File: config.mk
export PLATFORM = sky130hd
export DESIGN_NAME = chg_detect_irq
export DESIGN_NICKNAME = d
export VERILOG_FILES = /design/src/rtl/chg_pkg.sv /design/src/rtl/chg_init_seq.sv /design/src/rtl/chg_bank.sv /design/src/rtl/chg_flag_reg.sv /design/src/rtl/chg_detect_irq.sv
export SDC_FILE = /design/constraint.sdc
export NUM_CORES = 1
export LEC_CHECK = 0
export ABC_AREA = 1
export BUFFER_PORTS_ARGS = -buffer_cell sky130_fd_sc_hd__buf_4
export CORE_MARGIN = 4
export CORE_UTILIZATION = 44
export DETAILED_ROUTE_END_ITERATION = 10
export HOLD_SLACK_MARGIN = 0.15
export PLACE_DENSITY = 0.83
export SYNTH_ARGS = -nofsm -noshare
export SYNTH_HDL_FRONTEND = slang
export SYNTH_SLANG_ARGS = --single-unit
File: constraint.sdc
create_clock -name clk -period 1.2 [get_ports clk]
set_input_delay 0.06 -clock clk [delete_from_list [all_inputs] [get_ports clk]]
set_output_delay 0.06 -clock clk [all_outputs]
set_load 0.01 [all_outputs]
File: src/rtl/chg_pkg.sv
package chg_pkg;
  typedef enum logic {ST_INIT = 1'b0, ST_RUN = 1'b1} init_st_e;
endpackage

File: src/rtl/chg_init_seq.sv
module chg_init_seq
  import chg_pkg::*;
(
  input  logic clk,
  input  logic rst_n,
  output logic init_load
);
  init_st_e st_q;

  always_ff @(posedge clk or negedge rst_n) begin
    if (!rst_n) st_q <= ST_INIT;
    else        st_q <= ST_RUN;
  end

  assign init_load = (st_q == ST_INIT);

  // the start-up capture happens on exactly one edge
  a_r5_init_once: assert property (@(posedge clk) disable iff (!rst_n)
    init_load |=> !init_load);
endmodule

File: src/rtl/chg_bank.sv
module chg_bank #(
  parameter int W = 8
) (
  input  logic         clk,
  input  logic         rst_n,
  input  logic         load,
  input  logic [W-1:0] pins,
  input  logic [W-1:0] dir_in,
  output logic [W-1:0] snap_q,
  output logic [W-1:0] mis
);
  function automatic logic [W-1:0] masked_diff(input logic [W-1:0] live,
                                               input logic [W-1:0] held,
                                               input logic [W-1:0] keep);
    return (live ^ held) & keep;
  endfunction

  always_ff @(posedge clk or negedge rst_n) begin
    if (!rst_n)    snap_q <= '0;
    else if (load) snap_q <= pins;
  end

  assign mis = masked_diff(pins, snap_q, dir_in);

  // a load captures every pin of the bank, whatever its direction
  a_r2_load_capture: assert property (@(posedge clk) disable iff (!rst_n)
    load |=> snap_q == $past(pins));
  // without a load the snapshot holds
  a_r2_snap_hold: assert property (@(posedge clk) disable iff (!rst_n)
    !load |=> $stable(snap_q));
endmodule

File: src/rtl/chg_flag_reg.sv
module chg_flag_reg #(
  parameter int NB = 2,
  parameter int W  = 8
) (
  input  logic          clk,
  input  logic          rst_n,
  input  logic [NB*W-1:0] mis_all,
  input  logic [NB-1:0] load_vec,
  input  logic          init_load,
  output logic          irq_q
);
  logic [NB-1:0] bank_hit;
  logic          irq_d;

  for (genvar b = 0; b < NB; b++) begin : g_hit
    assign bank_hit[b] = (|mis_all[b*W +: W]) && !load_vec[b];
  end

  assign irq_d = (|bank_hit) && !init_load;

  always_ff @(posedge clk or negedge rst_n) begin
    if (!rst_n) irq_q <= 1'b0;
    else        irq_q <= irq_d;
  end

  // no flag after the start-up capture
  a_r5_quiet_init: assert property (@(posedge clk) disable iff (!rst_n)
    init_load |=> !irq_q);
endmodule

File: src/rtl/chg_detect_irq.sv
module chg_detect_irq #(
  parameter int NUM_BANKS = 2,
  parameter int BANK_W    = 8,
  localparam int PORT_W   = NUM_BANKS * BANK_W
) (
  input  logic              clk,
  input  logic              rst_n,
  input  logic [PORT_W-1:0] pin_lvl,
  input  logic [PORT_W-1:0] port_is_in,
  input  logic [NUM_BANKS-1:0] rd_bank,
  input  logic              cfg_wr,
  output logic [PORT_W-1:0] snap,
  output logic              irq_flag
);
  logic                 init_load;
  logic [NUM_BANKS-1:0] load_vec;
  logic [PORT_W-1:0]    mis_all;

  chg_init_seq u_init (
    .clk       (clk),
    .rst_n     (rst_n),
    .init_load (init_load)
  );

  for (genvar b = 0; b < NUM_BANKS; b++) begin : g_bank
    assign load_vec[b] = init_load | rd_bank[b] | cfg_wr;

    chg_bank #(.W(BANK_W)) u_bank (
      .clk    (clk),
      .rst_n  (rst_n),
      .load   (load_vec[b]),
      .pins   (pin_lvl[b*BANK_W +: BANK_W]),
      .dir_in (port_is_in[b*BANK_W +: BANK_W]),
      .snap_q (snap[b*BANK_W +: BANK_W]),
      .mis    (mis_all[b*BANK_W +: BANK_W])
    );
  end

  chg_flag_reg #(.NB(NUM_BANKS), .W(BANK_W)) u_flag (
    .clk       (clk),
    .rst_n     (rst_n),
    .mis_all   (mis_all),
    .load_vec  (load_vec),
    .init_load (init_load),
    .irq_q     (irq_flag)
  );

  // with no load pending, the flag follows the masked mismatch one edge later
  a_r1_flag_tracks: assert property (@(posedge clk) disable iff (!rst_n)
    (!init_load && load_vec == '0) |=> irq_flag == $past(|mis_all));
  // a configuration write refreshes every bank at one edge
  a_r3_cfg_both: assert property (@(posedge clk) disable iff (!rst_n)
    cfg_wr |=> snap == $past(pin_lvl));
  // a mismatch confined to output ports never raises the flag
  a_r4_out_ignored: assert property (@(posedge clk) disable iff (!rst_n)
    ((((pin_lvl ^ snap) & port_is_in) == '0) && !init_load) |=> !irq_flag);
endmodule

==> After elaboration in Yosys (flattened, before gate mapping) <==
Cells that the tools add are included.
{ "totals": {"in_bits": 37, "word_cells": 21, "regBits": 18, "output_inout_bits": 17} }
{ "classes": {"reduce_logical": 8, "bitwise_logic": 9} }
{ "op_table": {"columns": ["operator", "n"], "rows": [
  ["bitwise AND 8 bit", 2],
  ["OR reduction 8 bit", 2],
  ["bitwise XOR 8 bit", 2],
  ["OR 1 bit", 4],
  ["logical AND 1 bit", 3],
  ["zero test 1 bit", 2],
  ["OR reduction 2 bit", 1],
  ["NOT 1 bit", 1]
]} }

==> Depth between registers and ports, before layout <==
{ "logic_depth": {"word_depth": 7, "ltp_mapped": 8, "ltp_nobuf": 8} }

==> Hierarchy <==
A second synthesis with hierarchy kept.
{ "unflattened": {"cells_unflattened": 155, "area_unflattened_um2": 1008.5} }
{ "modules_own_cells": {"columns": ["module", "area_each_um2", "instances", "seq_area_each_um2", "cells_per_inst"], "rows": [
  ["chg_bank", 431.7, 2, 200.2, 65],
  ["chg_flag_reg", 91.3, 1, 25.0, 17],
  ["chg_init_seq", 32.5, 1, 25.0, 3],
  ["chg_detect_irq", 21.3, 1, 0.0, 5]
]} }

==> Worst setup path before layout <==
OpenSTA, ideal clock, no wires.
{ "synth_timing": {"kind": "register to register", "startpoint": "reg u_init.st_q", "endpoint": "reg g_bank[0].u_bank.snap_q[0]", "setup_time_ns": 0.126, "synth_period_minus_slack_ns": 0.962, "slack_ns": 0.238, "arrival_time_ns": 0.836, "required_time_ns": 1.074, "path_buffers": 1, "path_stages_with_launch": 5, "path_cell_list": "dfrtp_1 > inv_1 > nor3_4 > buf_6 > o21ai_0"} }
{ "synth_between": {"elab_chain_cells": 3} }
{ "synth_lines": {"columns": ["element", "line", "source"], "rows": [
  ["start: declaration", "chg_init_seq.sv:8", "init_st_e st_q;"],
  ["start signal: assignment", "chg_init_seq.sv:11", "if (!rst_n) st_q <= ST_INIT;"],
  ["start signal: assignment", "chg_init_seq.sv:12", "else st_q <= ST_RUN;"],
  ["NOT 1 bit", "chg_init_seq.sv:15", "assign init_load = (st_q == ST_INIT);"],
  ["OR 1 bit (2 in a row)", "chg_detect_irq.sv:26", "assign load_vec[b] = init_load | rd_bank[b] | cfg_wr;"],
  ["end signal: assignment", "chg_bank.sv:20", "else if (load) snap_q <= pins;"],
  ["end: declaration", "chg_bank.sv:9", "output logic [W-1:0] snap_q,"]
]} }
Every way passes these cells.
A chain may end at the register's enable or synchronous reset.

==> Worst setup path after layout <==
{ "layout_timing": {"startpoint": "in pin_lvl[3]", "endpoint": "reg u_flag.irq_q"} }
{ "layout_between": {"elab_chain_cells": 6} }
{ "layout_lines": {"columns": ["element", "line", "source"], "rows": [
  ["start: declaration", "chg_detect_irq.sv:8", "input logic [PORT_W-1:0] pin_lvl,"],
  ["bitwise XOR 8 bit", "chg_bank.sv:15", "return (live ^ held) & keep;"],
  ["bitwise AND 8 bit", "chg_bank.sv:15", null],
  ["OR reduction 8 bit", "chg_flag_reg.sv:16", "assign bank_hit[b] = (|mis_all[b*W +: W]) && !load_vec[b];"],
  ["logical AND 1 bit", "chg_flag_reg.sv:16", null],
  ["OR reduction 2 bit", "chg_flag_reg.sv:19", "assign irq_d = (|bank_hit) && !init_load;"],
  ["logical AND 1 bit", "chg_flag_reg.sv:19", null],
  ["via u_flag.irq_d", "chg_flag_reg.sv:13", "logic irq_d;"],
  ["end signal: assignment", "chg_flag_reg.sv:23", "else irq_q <= irq_d;"],
  ["end: declaration", "chg_flag_reg.sv:10", "output logic irq_q"]
]} }
The timed path passes the listed nets, and every way through them passes these cells.

==> flow_summary.ini <==
[worst_setup_path]
worstPathCellList = dlygate4sd3_1 > buf_4 > inv_1 > nand2_1 > nand3_1 > nand2_1 > nor2_1 > nand2_1 > nand2_1 > nand2_1
end_kind = register
path_class = in -> reg
crit_buf_inv = 3
cpLargestDelayFamily = buffers and inverters
path_max_fanout = 2
critPathRequiredTime_ns = 1.39
worst_setup_path_start_kind = primary input
cp_slowest_stage_delay_ns = 0.54
path_common_cell = nand2_1
arrival_ns = 1.26
crit_path_top_delay_cell = dlygate4sd3_1

[synth]
ys_warn_count = 0
synth_cell_types = 10
synth.area.top_cells = dfrtp_1, nand2_1, inv_1
netlist_area_mm2 = 0.00104
netlist_instances = 153
synth_seq_cells = 18
yosysTopAreaCell = dfrtp_1
synth_top_area_share_pct = 43.3
ys_seq_area_share_pct = 43.3
syn_avg_cell_area_um2 = 6.80
syn-num-nets = 190

[grt]
first_global_vias = 1104
antenna_found_initial = 0
grt_max_degree = 19
track_usage_pct = 17.6
grt_remaining_overflow = 0
grt_pass1_wl_mm = 4.60

[pwr]
p_per_area_mw_per_mm2 = 882
peakVddDrop_mv = 0.682
p_leak_nw = 0.950

[timing]
fin_crit_ns = 1.07
rsz0062_at_grt = false
timing.final.crit_share_pct = 89.1
fmaxAchievable_ghz = 0.935
setup_tns_ns = 0
hold_violations = 0
slew_violations = 0
skew_ns = 0.000579
setup_viol_count_final = 0

[detailed_routing]
viasPerCell = 4.55
drtIter0Drc = 27
num_vias = 1166
wl_per_cell_um = 10.7
wirelength_mm = 2.74
drt_pre_antenna_iters = 4
postRouteAntennaNets = 0
drc = 0

[floorplan]
die_x_um = 56.6
core_mm2 = 0.00223
die_height_um = 56.6
start_util_pct = 46.6
dieArea_mm2 = 0.00321
rows = 17
io_pins = 54

[layout]
final_cell_area_mm2 = 0.00168
nets = 266
drive_above_1_share_pct = 27.6
area_growth_pct = 61.4
antennaDiodeCount = 0
fillers = 172

[clock_tree]
cts_buffers = 3
cts_max_path_buffers = 2
cts_max_level = 1
tritoncts = built
postCtsResizedCells = 0
clock_sinks = 18
clk_pin_slew_ns = 0.11
cts_root_buffer = clkbuf_4
clk_latency_ns = 0.29

[place]
gp_congestion = 0.814
hpwl_mm = 2.10
io_buffers = 53
post_dp_cell_area_mm2 = 0.00146

[run_status]
status = finished clean

[min_path]
hp-class = in -> async

[run]
cap_violations = 0
-- per-stage QoR --
stage	utilization, %	power (mW)	setup slack, ns	cells	hold slack, ns
after floorplan	-	0.856	0.238	153	-0.236
after CTS	74.6	1.49	0.0628	254	0.0798
final	75.2	1.48	0.131	256	0.176
after global placement	65.3	1.05	0.127	233	-0.0581
after global routing	75.2	1.57	0.0354	256	0.178
after detailed placement	65.3	1.07	0.0625	233	-0.0544
-- registers in the layout, indices dropped and copies added, names as in the netlist --
name,flops
g_bank.u_bank.snap_q,16
u_flag.irq_q,1
u_init.st_q,1
-- routing by layer --
layer  vias up  track usage [%]  wire (um)
met1       525             21.4       1080
met4         0             2.03          0
li1        605                -          -
met3         0             3.91        228
met2        36             32.2       1430
met5         -                0          0
-- final cells by class --
class,count,area (um2),share of cell area (%)
Timing Repair Buffer,73,591,35.1
Clock buffer,4,36.3,2.16
Inverter,33,124,7.37
Sequential cell,18,450,26.8
Multi-Input combinational cell,100,444,26.4
Tap cell,28,35.0,2.08
-- kinds of logic (layout without fill, tap and decap cells) --
logic type / Yosys count / after routing / synth area share [%]
compound gates: 16 / 16 / 8.05
buf+inv: 35 / 110 / 14.1
flops: 18 / 18 / 43.3
other cells: 1 / 1 / 0.360
simple gates: 83 / 83 / 34.3
-- worst register-to-register path, stage by stage (launching register included) --
cell and delay [ns]:
dfrtp_1 0.44, inv_1 0.08, nand2_1 0.05, nand3_1 0.06
nand2_1 0.06, nor2_1 0.10, nand2_1 0.06, nand2_1 0.06
nand2_1 0.04
-- report_power, final --
| group | leakage (nW) | total [mW] | internal, mW | switching, mW |
|---|---|---|---|---|
| Clock | 0.0210 | 0.380 | 0.185 | 0.196 |
| Combinational | 0.715 | 0.406 | 0.227 | 0.179 |
| Sequential | 0.214 | 0.695 | 0.651 | 0.0439 |
-- worst paths after layout --
check                                             end                       start  slack (ns)  depth (start not counted)
max                                      u_flag.irq_q                  pin_lvl[3]        0.13                         10
min                        g_bank[0].u_bank.snap_q[5]                       rst_n        0.18                          2
max reg2reg                              u_flag.irq_q  g_bank[1].u_bank.snap_q[1]        0.15                          8
min reg2reg                g_bank[0].u_bank.snap_q[3]  g_bank[0].u_bank.snap_q[3]        0.55                          2
max in group asynchronous  g_bank[1].u_bank.snap_q[5]                       rst_n        0.83                          2
min in group clk                         u_flag.irq_q               port_is_in[0]        0.18                          7
-- cell usage in the layout (no fill, tap or decap) --
cell type | synthesis | layout
nand2_1 | 61 | 61
buf_4 | 0 | 56
inv_1 | 33 | 33
dfrtp_1 | 18 | 18
dlygate4sd3_1 | 0 | 17
nand3_1 | 16 | 16
o21ai_0 | 15 | 15
nor2_1 | 4 | 4
clkbuf_4 | 0 | 3
nor3_4 | 2 | 2
o21ai_2 | 1 | 1
clkbuf_8 | 0 | 1
conb_1 | 1 | 1
-- synth_stat cells --
cell type / number
conb_1: 1
nor3_4: 2
o21ai_2: 1
inv_1: 33
o21ai_0: 15
nand2_1: 61
dfrtp_1: 18
nor2_1: 4
nand3_1: 16
buf_6: 2
-- timing repair --
item,in CTS,in global routing
setup endpoints to repair,0,8
hold endpoints to repair,35,0
buffers inserted,0,2
hold buffers,17,0
Power figures use the tool's default switching activity.
